`src/rtl/vlen_boundary_detector.sv`:
```
module vlen_boundary_detector #(
  parameter int ADDR_W = 32,
  parameter int EXT_W = 8,
  parameter logic [ADDR_W-1:0] START_ADDR = '0
) (
  input  logic              clk,
  input  logic              rst,
  input  logic              flush,
  input  logic [ADDR_W-1:0] flush_addr,
  input  logic              in_valid,
  output logic              in_ready,
  input  logic [15:0]       in_parcel,
  output logic              out_valid,
  input  logic              out_ready,
  output logic [2:0]        out_cls,
  output logic [ADDR_W-1:0] out_start,
  output logic [15:0]       out_first,
  output logic              handoff,
  input  logic              ext_len_valid,
  input  logic [EXT_W-1:0]  ext_len
);
  localparam int DEPTH = 4;
  localparam int CW = $clog2(DEPTH + 1);
  localparam int IW = $clog2(DEPTH);
  localparam logic [2:0] CLS_32 = 3'd0, CLS_16 = 3'd1, CLS_48 = 3'd2,
                         CLS_64 = 3'd3, CLS_BLK = 3'd4;

  typedef enum logic [1:0] {ST_RUN, ST_WAIT, ST_SKIP} st_t;

  st_t               st;
  logic [15:0]       pbuf [DEPTH];
  logic [15:0]       nbuf [DEPTH];
  logic [CW-1:0]     cnt, len, pop, rem;
  logic [ADDR_W-1:0] ptr;
  logic [EXT_W-1:0]  skip, eff_len;
  logic              push, fire;

  always_comb begin
    if (pbuf[0][15:10] != 6'd0) begin
      out_cls = CLS_32; len = CW'(2);
    end else begin
      case (pbuf[0][9:8])
        2'b00:   begin out_cls = CLS_16;  len = CW'(1); end
        2'b01:   begin out_cls = CLS_48;  len = CW'(3); end
        2'b10:   begin out_cls = CLS_64;  len = CW'(4); end
        default: begin out_cls = CLS_BLK; len = CW'(1); end
      endcase
    end
  end

  assign out_first = pbuf[0];
  assign out_start = ptr;
  assign handoff   = (st == ST_WAIT);
  assign out_valid = !flush && st == ST_RUN && cnt >= len;
  assign fire      = out_valid && out_ready;
  assign in_ready  = !flush && cnt < CW'(DEPTH);
  assign push      = in_valid && in_ready;
  assign eff_len   = (ext_len == '0) ? EXT_W'(1) : ext_len;

  always_comb begin
    pop = '0;
    if (fire && out_cls != CLS_BLK) pop = len;
    else if (st == ST_SKIP && cnt != '0) pop = CW'(1);
  end

  assign rem = cnt - pop;

  always_comb begin
    for (int i = 0; i < DEPTH; i++) begin
      int j;
      j = i + int'(pop);
      nbuf[i] = (j < DEPTH) ? pbuf[j[IW-1:0]] : pbuf[i];
      if (push && rem == CW'(i)) nbuf[i] = in_parcel;
    end
  end

  always_ff @(posedge clk) begin
    if (rst || flush) begin
      cnt  <= '0;
      st   <= ST_RUN;
      skip <= '0;
      ptr  <= rst ? START_ADDR : flush_addr;
    end else begin
      pbuf <= nbuf;
      cnt  <= rem + CW'(push);
      case (st)
        ST_RUN: if (fire) begin
          if (out_cls == CLS_BLK) st <= ST_WAIT;
          else ptr <= ptr + ADDR_W'(len);
        end
        ST_WAIT: if (ext_len_valid) begin
          skip <= eff_len;
          ptr  <= ptr + ADDR_W'(eff_len);
          st   <= ST_SKIP;
        end
        default: if (pop != '0) begin
          skip <= skip - EXT_W'(1);
          if (skip == EXT_W'(1)) st <= ST_RUN;
        end
      endcase
    end
  end

  assert_hold_R6: assert property (@(posedge clk) disable iff (rst)
    out_valid && !out_ready |=> flush || (out_valid && $stable(out_cls) &&
      $stable(out_start) && $stable(out_first)));

  assert_advance_R7: assert property (@(posedge clk) disable iff (rst)
    fire && out_cls != CLS_BLK && !flush |=>
      out_start == $past(out_start) + ADDR_W'($past(len)));

  assert_handoff_R8: assert property (@(posedge clk) disable iff (rst)
    fire && out_cls == CLS_BLK && !flush |=> handoff && !out_valid);

  assert_wait_R8: assert property (@(posedge clk) disable iff (rst)
    handoff && !ext_len_valid && !flush |=> handoff && $stable(out_start));

  assert_flush_R10: assert property (@(posedge clk) disable iff (rst)
    flush |=> out_start == $past(flush_addr) && !handoff);

  assert_window_R11: assert property (@(posedge clk) disable iff (rst)
    cnt <= CW'(DEPTH));
endmodule

```
`config.mk`:
```
export PLATFORM = sky130hd
export DESIGN_NAME = vlen_boundary_detector
export DESIGN_NICKNAME = d
export VERILOG_FILES = /design/src/rtl/vlen_boundary_detector.sv
export SDC_FILE = /design/constraint.sdc
export NUM_CORES = 1
export LEC_CHECK = 0
export BUFFER_PORTS_ARGS = -buffer_cell sky130_fd_sc_hd__buf_2
export CAP_MARGIN = 20
export CORE_ASPECT_RATIO = 1.25
export CORE_UTILIZATION = 43
export DETAILED_ROUTE_END_ITERATION = 16
export PLACE_DENSITY = 0.64
export RECOVER_POWER = 100
export SYNTH_ARGS = -nofsm -noshare
export SYNTH_HDL_FRONTEND = slang
export SYNTH_SLANG_ARGS = --single-unit
```
`constraint.sdc`:
```
create_clock -name clk -period 5.5 [get_ports clk]
set_clock_uncertainty 0.1 [all_clocks]
set_input_delay 1.375 -clock clk [delete_from_list [all_inputs] [get_ports clk]]
set_output_delay 1.375 -clock clk [all_outputs]
set_load 0.01 [all_outputs]
```
==> impl_metrics.tcl, run 1 <==
set metrics [dict create \
    outcome "completed" \
    tns_ps 0 \
    r2r_start "out_first[14]" \
    globalplace.congestion 0.8495 \
    total_leakage_power_nw 3.543 \
    layout.area.seq_um2 3143 \
    min-delay-start "skip[7]" \
    synth.area.top_cells "sky130_fd_sc_hd__edfxtp_1 (34%), sky130_fd_sc_hd__mux2i_1 (8.6%), sky130_fd_sc_hd__a211oi_1 (6.6%), sky130_fd_sc_hd__mux2_2 (4.9%), sky130_fd_sc_hd__nand2_1 (4.2%)" \
    route.antenna.remaining_nets 0 \
    final_layout_size_suffix_gt1_share_pct 14.49 \
    routed-via-count 7021 \
    final-max-slew-violation-count 0 \
    cell_at_the_root_of_the_clock_tree "sky130_fd_sc_hd__clkbuf_16" \
    detailedRoute.firstPassIterationCount 5 \
    synth.yosys.warnings 0 \
    path_class "reg2reg" \
    cts-resized-gates 0 \
    hold-worst-slack_ps 396.0 \
    worstPathArrival_ps 4950 \
    largest_area_contributor_in_the_netlist "sky130_fd_sc_hd__edfxtp_1" \
    max_capacitance_violation_count 0 \
    initial_core_util_pct 44.17 \
    via_per_inst 5.827 \
    antenna_found_initial 0 \
    worst-path-max-fanout 16 \
    detailedPlace.worstSlack_ps 589.0 \
    dieArea_um2 20000 \
    clock-sinks 109 \
    track_usage_pct 22.34 \
    clkTransAtPathRegs_ps 80 \
    number_of_different_library_cells_in_the_post_synthesis_netlist 56 \
    crit_path_end_kind "flop" \
    p_per_area_nw_per_um2 210.4 \
    finalWirelength_um 21630 \
    cts_max_level 3 \
    hold_end "skip[7]" \
    r2r_slack_ps 460 \
    die_height_um 157.9 \
    fp.coreArea_um2 18920 \
    postSynthCellCount 901 \
    num_io_pins 116 \
    r2r.worst_path.cells 16 \
    initialDrtViolationCount 336 \
    max-clock-path-buffers 2 \
    whs_path_depth 2 \
    avg_cell_area_syn_um2 9.275 \
    unrepaired_setup_endpoints_after_global_routing "no" \
    avgRoutedWirePerCell_um 17.95 \
    row_count 56 \
    buffers_on_ports 115 \
    synth-async-reset-ratio_pct 0 \
    postSynthRegisterBits 109 \
    design.final.nets 1054 \
    synth_ff_type "sky130_fd_sc_hd__edfxtp_1" \
    synth-seq-area-share_pct 37.61 \
    ir_drop_mv 0.1486 \
    cts.hold.buffers_added 0 \
    timing.critical_path.from_type "flop" \
    synth_top_area_share_pct 34.50 \
    areaGrowthSynthToFinish_pct 10.38 \
    die_width_um 126.7 \
    maxSlewHeadroom_pct 19.29 \
    timing.final.crit_period_ps 5044 \
    worst_pin_slew_ps 1211 \
    worst_skew_pair.late_latency_ps 360 \
    multi_input_comb_area_um2 4753 \
    diodes 0 \
    drt_drc_violations_left 0 \
    timing.hold.worst.class "reg2reg" \
    fmax_mhz 198.3 \
    cts_buffers 9 \
    wire_length_of_the_first_global_routing_pass_um 35360 \
    worst_case_setup_margin_in_the_final_layout_ps 456.5 \
    cts_tree "yes" \
    report.final.setup_viol 0 \
    first_global_vias 6747 \
    syn-num-nets 987 \
    post_cts_setup_repair_bufs 0 \
    worstReg2RegEnd "pbuf[6]" \
    grt_max_degree 92 \
    hold_violation_count_in_the_final_report 0 \
    dp_hpwl_um 14620 \
    final.period_utilization_pct 91.70 \
    synth_edf_count 96 \
    num-fill-cells 1806 \
    required_ps 5400 \
    gr-total-overflow 0 \
    synthesis.area_um2 8357 \
]
[metrics by stage]
step / std cells / cell area, µm² / power [mW] / util, %
floorplan: 901 / 8357 / 1.179 / -
global placement: 1189 / 9057 / 1.279 / 47.88
detailed placement: 1189 / 9057 / 1.283 / 47.88
CTS: 1205 / 9358 / 1.968 / 49.46
global route: 1205 / 9224 / 2.018 / 48.76
finish: 1205 / 9224 / 1.941 / 48.76
[cell families (layout without fill, tap and decap cells)]
| kind of cell | after synthesis | count (layout) | synth area share [%] |
|---|---|---|---|
| xor gates and xnor gates | 25 | 25 | 2.620 |
| and+or+nand+nor | 281 | 281 | 16.21 |
| DFF | 109 | 109 | 37.61 |
| AOI/OAI and AO/OA | 240 | 240 | 18.64 |
| adders and majority gates | 24 | 24 | 3.773 |
| buffers and inverters | 104 | 176 | 5.869 |
| muxes | 118 | 118 | 15.27 |
[synth_stat cells (16+ instances only)]
master / number
sky130_fd_sc_hd__a211oi_1: 74
sky130_fd_sc_hd__inv_1: 25
sky130_fd_sc_hd__ha_1: 22
sky130_fd_sc_hd__mux2i_1: 72
sky130_fd_sc_hd__mux2_2: 36
sky130_fd_sc_hd__nand3_1: 19
sky130_fd_sc_hd__edfxtp_1: 96
sky130_fd_sc_hd__nor2b_1: 16
sky130_fd_sc_hd__o21ai_0: 54
sky130_fd_sc_hd__buf_4: 16
sky130_fd_sc_hd__and3_1: 20
sky130_fd_sc_hd__clkbuf_1: 47
sky130_fd_sc_hd__nand2_1: 93
sky130_fd_sc_hd__nor2_1: 68
sky130_fd_sc_hd__a21oi_1: 47
[cell type report]
| type | instances | share of cell area, % |
|---|---|---|
| multi-input cells | 688 | 51.53 |
| flip-flops and latches | 109 | 34.07 |
| repair buffers | 133 | 6.891 |
| well taps | 232 | 3.147 |
| clock buffers | 9 | 2.442 |
| inverters | 27 | 1.099 |
| clock inverters | 7 | 0.8139 |
[routing by layer]
metal  up-vias  wire length (µm)  share of wire [%]  global-route usage, %
met5         -                 0                  0                      0
met4         0               414                1.9                  7.653
met3        27               805                3.7                  3.008
met2       176             10770                 50                  39.02
met1      3344              9647                 45                  28.41
li1       3474                 -                  -                      -
[worst max path at each step]
stage,startpoint,endpoint,cells past startpoint
after floorplan,out_first[14],pbuf[0],16
after global placement,out_first[14],pbuf[42],14
after detailed placement,out_first[14],pbuf[32],14
after CTS,out_first[14],pbuf[37],14
after global routing,out_first[14],pbuf[22],16
final,out_first[14],pbuf[6],16
[critical path, stage by stage, from the launching register on]
cell                       delay (ps)
sky130_fd_sc_hd__edfxtp_1         480
sky130_fd_sc_hd__nor4_1           500
sky130_fd_sc_hd__nand2_1          280
sky130_fd_sc_hd__nor2_1           270
sky130_fd_sc_hd__ha_1             280
sky130_fd_sc_hd__o21a_1           210
sky130_fd_sc_hd__o21a_1           260
sky130_fd_sc_hd__a41oi_4          300
sky130_fd_sc_hd__inv_1             90
sky130_fd_sc_hd__ha_1             200
sky130_fd_sc_hd__fa_1             540
sky130_fd_sc_hd__nor2_1           170
sky130_fd_sc_hd__nand2_1          100
sky130_fd_sc_hd__mux2i_4          310
sky130_fd_sc_hd__a211oi_1          90
sky130_fd_sc_hd__nor2_1            90
sky130_fd_sc_hd__clkbuf_2         420
[placed cells by master, fill, tap and decap left out, drive strengths merged, types with 4 or more instances in the layout]
master   instances
edfxtp          96
nand2           93
a211oi          74
mux2i           72
buf             72
clkbuf          70
nor2            68
o21ai           54
a21oi           47
mux2            46
inv             28
ha              22
and3            21
nand3           19
nor2b           16
and2            15
xor2            15
nor3            13
o31ai           13
dfxtp           13
a21o            12
xnor2           10
a31oi            9
nand4            8
and4             5
o21a             5
o211ai           5
or3              5
nor3b            4
a2bb2oi          4
[where the power goes]
group	switching [mW]	internal (mW)	total (mW)
registers	0.0499	0.957	1.01
logic	0.143	0.104	0.247
clock network	0.331	0.356	0.687
[state kept, by name (all words and copies together), names as in the netlist]
name       count
out_first     16
pbuf          48
skip           8
out_start     32
cnt            3
st             2
(Power assumes the default switching activity.)
==> run 2, diff against run 1 <==
--- a/config.mk
+++ b/config.mk
@@ -10,7 +10,8 @@
 export CORE_ASPECT_RATIO = 1.25
 export CORE_UTILIZATION = 43
 export DETAILED_ROUTE_END_ITERATION = 16
-export PLACE_DENSITY = 0.64
+export GPL_ROUTABILITY_DRIVEN = 0
+export PLACE_DENSITY = 0.65
 export RECOVER_POWER = 100
 export SYNTH_ARGS = -nofsm -noshare
 export SYNTH_HDL_FRONTEND = slang
==> run 2 against run 1 <==
  * Sequential share of layout area shrank 0.11 points
  * Critical path type unchanged
  * Largest power group unchanged
  * Power grew 3.3%
  * Worst hold slack gained 13 ps
  * Wire length is essentially flat
  * Register-to-register slack gained 120 ps
  * Core utilization grew 0.16 points
  * Critical path depth shrank 2
==> impl_metrics.tcl, run 2 (synthesis results as in run 1) <==
set metrics [dict create \
    row_count 56 \
    commonest_non_fill_non_tap_cell_in_the_layout "sky130_fd_sc_hd__edfxtp_1" \
    clock-sinks 109 \
    die_width_um 126.7 \
    cp_slowest_cell "sky130_fd_sc_hd__o21a_1" \
    final-max-slew-violation-count 0 \
    avgRoutedWirePerCell_um 17.92 \
    initial_core_util_pct 44.17 \
    regMostFlops "pbuf" \
    wire_length_of_the_first_global_routing_pass_um 35070 \
    detailedRoute.firstPassIterationCount 5 \
    total_leakage_power_nw 3.566 \
    report.final.setup_viol 0 \
    maxSlewHeadroom_pct 35.44 \
    post_cts_setup_repair_bufs 0 \
    drt_drc_violations_left 0 \
    worst_pin_slew_ps 968.4 \
    cts_tree "yes" \
    hold_violation_count_in_the_final_report 0 \
    fp.coreArea_um2 18920 \
    critical_path.max_stage_delay_ps 670 \
    buffers_on_ports 115 \
    cts-resized-gates 0 \
    path_common_cell "sky130_fd_sc_hd__o21a_1" \
    die_height_um 157.9 \
    worst_skew_pair.late_latency_ps 360 \
    multi_input_comb_area_um2 4743 \
    worst-path-buf-inv 1 \
    crit_path_end_kind "flop" \
    design_power_total_mw 2.005 \
    worstPathArrival_ps 4810 \
    outcome "completed" \
    most-common-layout-cells "sky130_fd_sc_hd__edfxtp_1 (96), sky130_fd_sc_hd__nand2_1 (93), sky130_fd_sc_hd__a211oi_1 (74)" \
    timing.hold.worst.class "reg2reg" \
    initialDrtViolationCount 377 \
    cts_buffers 9 \
    num-fill-cells 1869 \
    p_per_area_nw_per_um2 216.7 \
    largest_register_ff_count 48 \
    finalWirelength_um 21620 \
    layout.area.seq_um2 3143 \
    cts.hold.buffers_added 0 \
    via_per_inst 5.836 \
    areaGrowthSynthToFinish_pct 10.74 \
    route.antenna.remaining_nets 0 \
    max_capacitance_violation_count 0 \
    final.period_utilization_pct 89.48 \
    dp_hpwl_um 14700 \
    ir_drop_mv 0.1211 \
    antenna_found_initial 0 \
    track_usage_pct 22.24 \
    fmax_mhz 203.2 \
    timing.final.crit_period_ps 4921 \
    gr-total-overflow 0 \
    final_layout_size_suffix_gt1_share_pct 14.27 \
    max-clock-path-buffers 2 \
    required_ps 5390 \
    diodes 0 \
    dieArea_um2 20000 \
    first_global_vias 6852 \
    timing.critical_path.from_type "flop" \
    grt_max_degree 67 \
    num_io_pins 116 \
    path_class "reg2reg" \
    clkTransAtPathRegs_ps 70 \
    design.final.nets 1055 \
    cts_max_level 3 \
    tns_ps 0 \
    critPathTopFamily "compound AO/OA/AOI/OAI gates" \
    unrepaired_setup_endpoints_after_global_routing "no" \
    worst-path-max-fanout 16 \
    cell_at_the_root_of_the_clock_tree "sky130_fd_sc_hd__clkbuf_16" \
    cp_cell_sequence "nor4_1 > nand2_1 > nor2_1 > ha_1 > o21a_1 > o21a_1 > a41oi_1 > inv_2 > ha_1 > fa_1 > nor2b_1 > mux2_1 > and3_1 > o21a_1" \
    routed-via-count 7038 \
]
==> run 2: cell count changes in the layout (fill, tap and decap cells not counted), sizes merged <==
| cell | previous run | this run |
|---|---|---|
| bufinv | 1 | 3 |
| clkinv | 3 | 2 |
| inv | 28 | 27 |
| clkbuf | 70 | 71 |
| buf | 72 | 74 |
| clkinvlp | 2 | 0 |
==> run 2: path summary, 6_finish.rpt <==
| check | slack [ps] | start | end | cells after the start |
|---|---|---|---|---|
| setup reg to reg | 580 | out_first[14] | pbuf[35] | 14 |
| hold reg to reg | 410 | skip[5] | skip[5] | 2 |
| hold / removal | 410 | skip[5] | skip[5] | 2 |
| setup / recovery | 580 | out_first[14] | pbuf[35] | 14 |
==> run 2: layer usage <==
metal  track usage, %  up-vias  wire [µm]
met5                0        -          0
met3            3.481       29       1012
met1            27.16     3348       9606
met2            39.33      183      10540
li1                 -     3478          -
met4            8.730        0        460
==> run 2: metrics by stage <==
| stage | hold slack, ps | cell area, µm² | cells | util (%) | worst slack, ps |
|---|---|---|---|---|---|
| after floorplan | 360.9 | 8357 | 901 | - | 38.16 |
| after global placement | 381.6 | 9074 | 1190 | 47.96 | 710.4 |
| after detailed placement | 400.7 | 9074 | 1190 | 47.96 | 613.0 |
| after CTS | 410.1 | 9405 | 1206 | 49.72 | 598.5 |
| after global routing | 435.0 | 9254 | 1206 | 48.92 | 213.9 |
| final | 409.4 | 9254 | 1206 | 48.92 | 578.6 |
==> run 2: cell type report <==
| type | instances | area share (%) |
|---|---|---|
| inverters | 27 | 1.095 |
| flip-flops and latches | 109 | 33.96 |
| multi-input cells | 688 | 51.26 |
| well taps | 232 | 3.137 |
| clock buffers | 11 | 2.515 |
| repair buffers | 134 | 6.963 |
| clock inverters | 5 | 1.068 |
==> run 2: report_power, final <==
group	switching [mW]	leakage (nW)	internal (mW)
Sequential	0.0499	1.05	0.957
Combinational	0.144	2.35	0.105
Clock	0.306	0.161	0.444
Total	0.499	3.57	1.51
==> run 2: tightest hold or removal path: stages (launching register included) <==
cell and delay [ps]:
sky130_fd_sc_hd__dfxtp_1 330, sky130_fd_sc_hd__o21ai_0 70, sky130_fd_sc_hd__a21oi_1 60
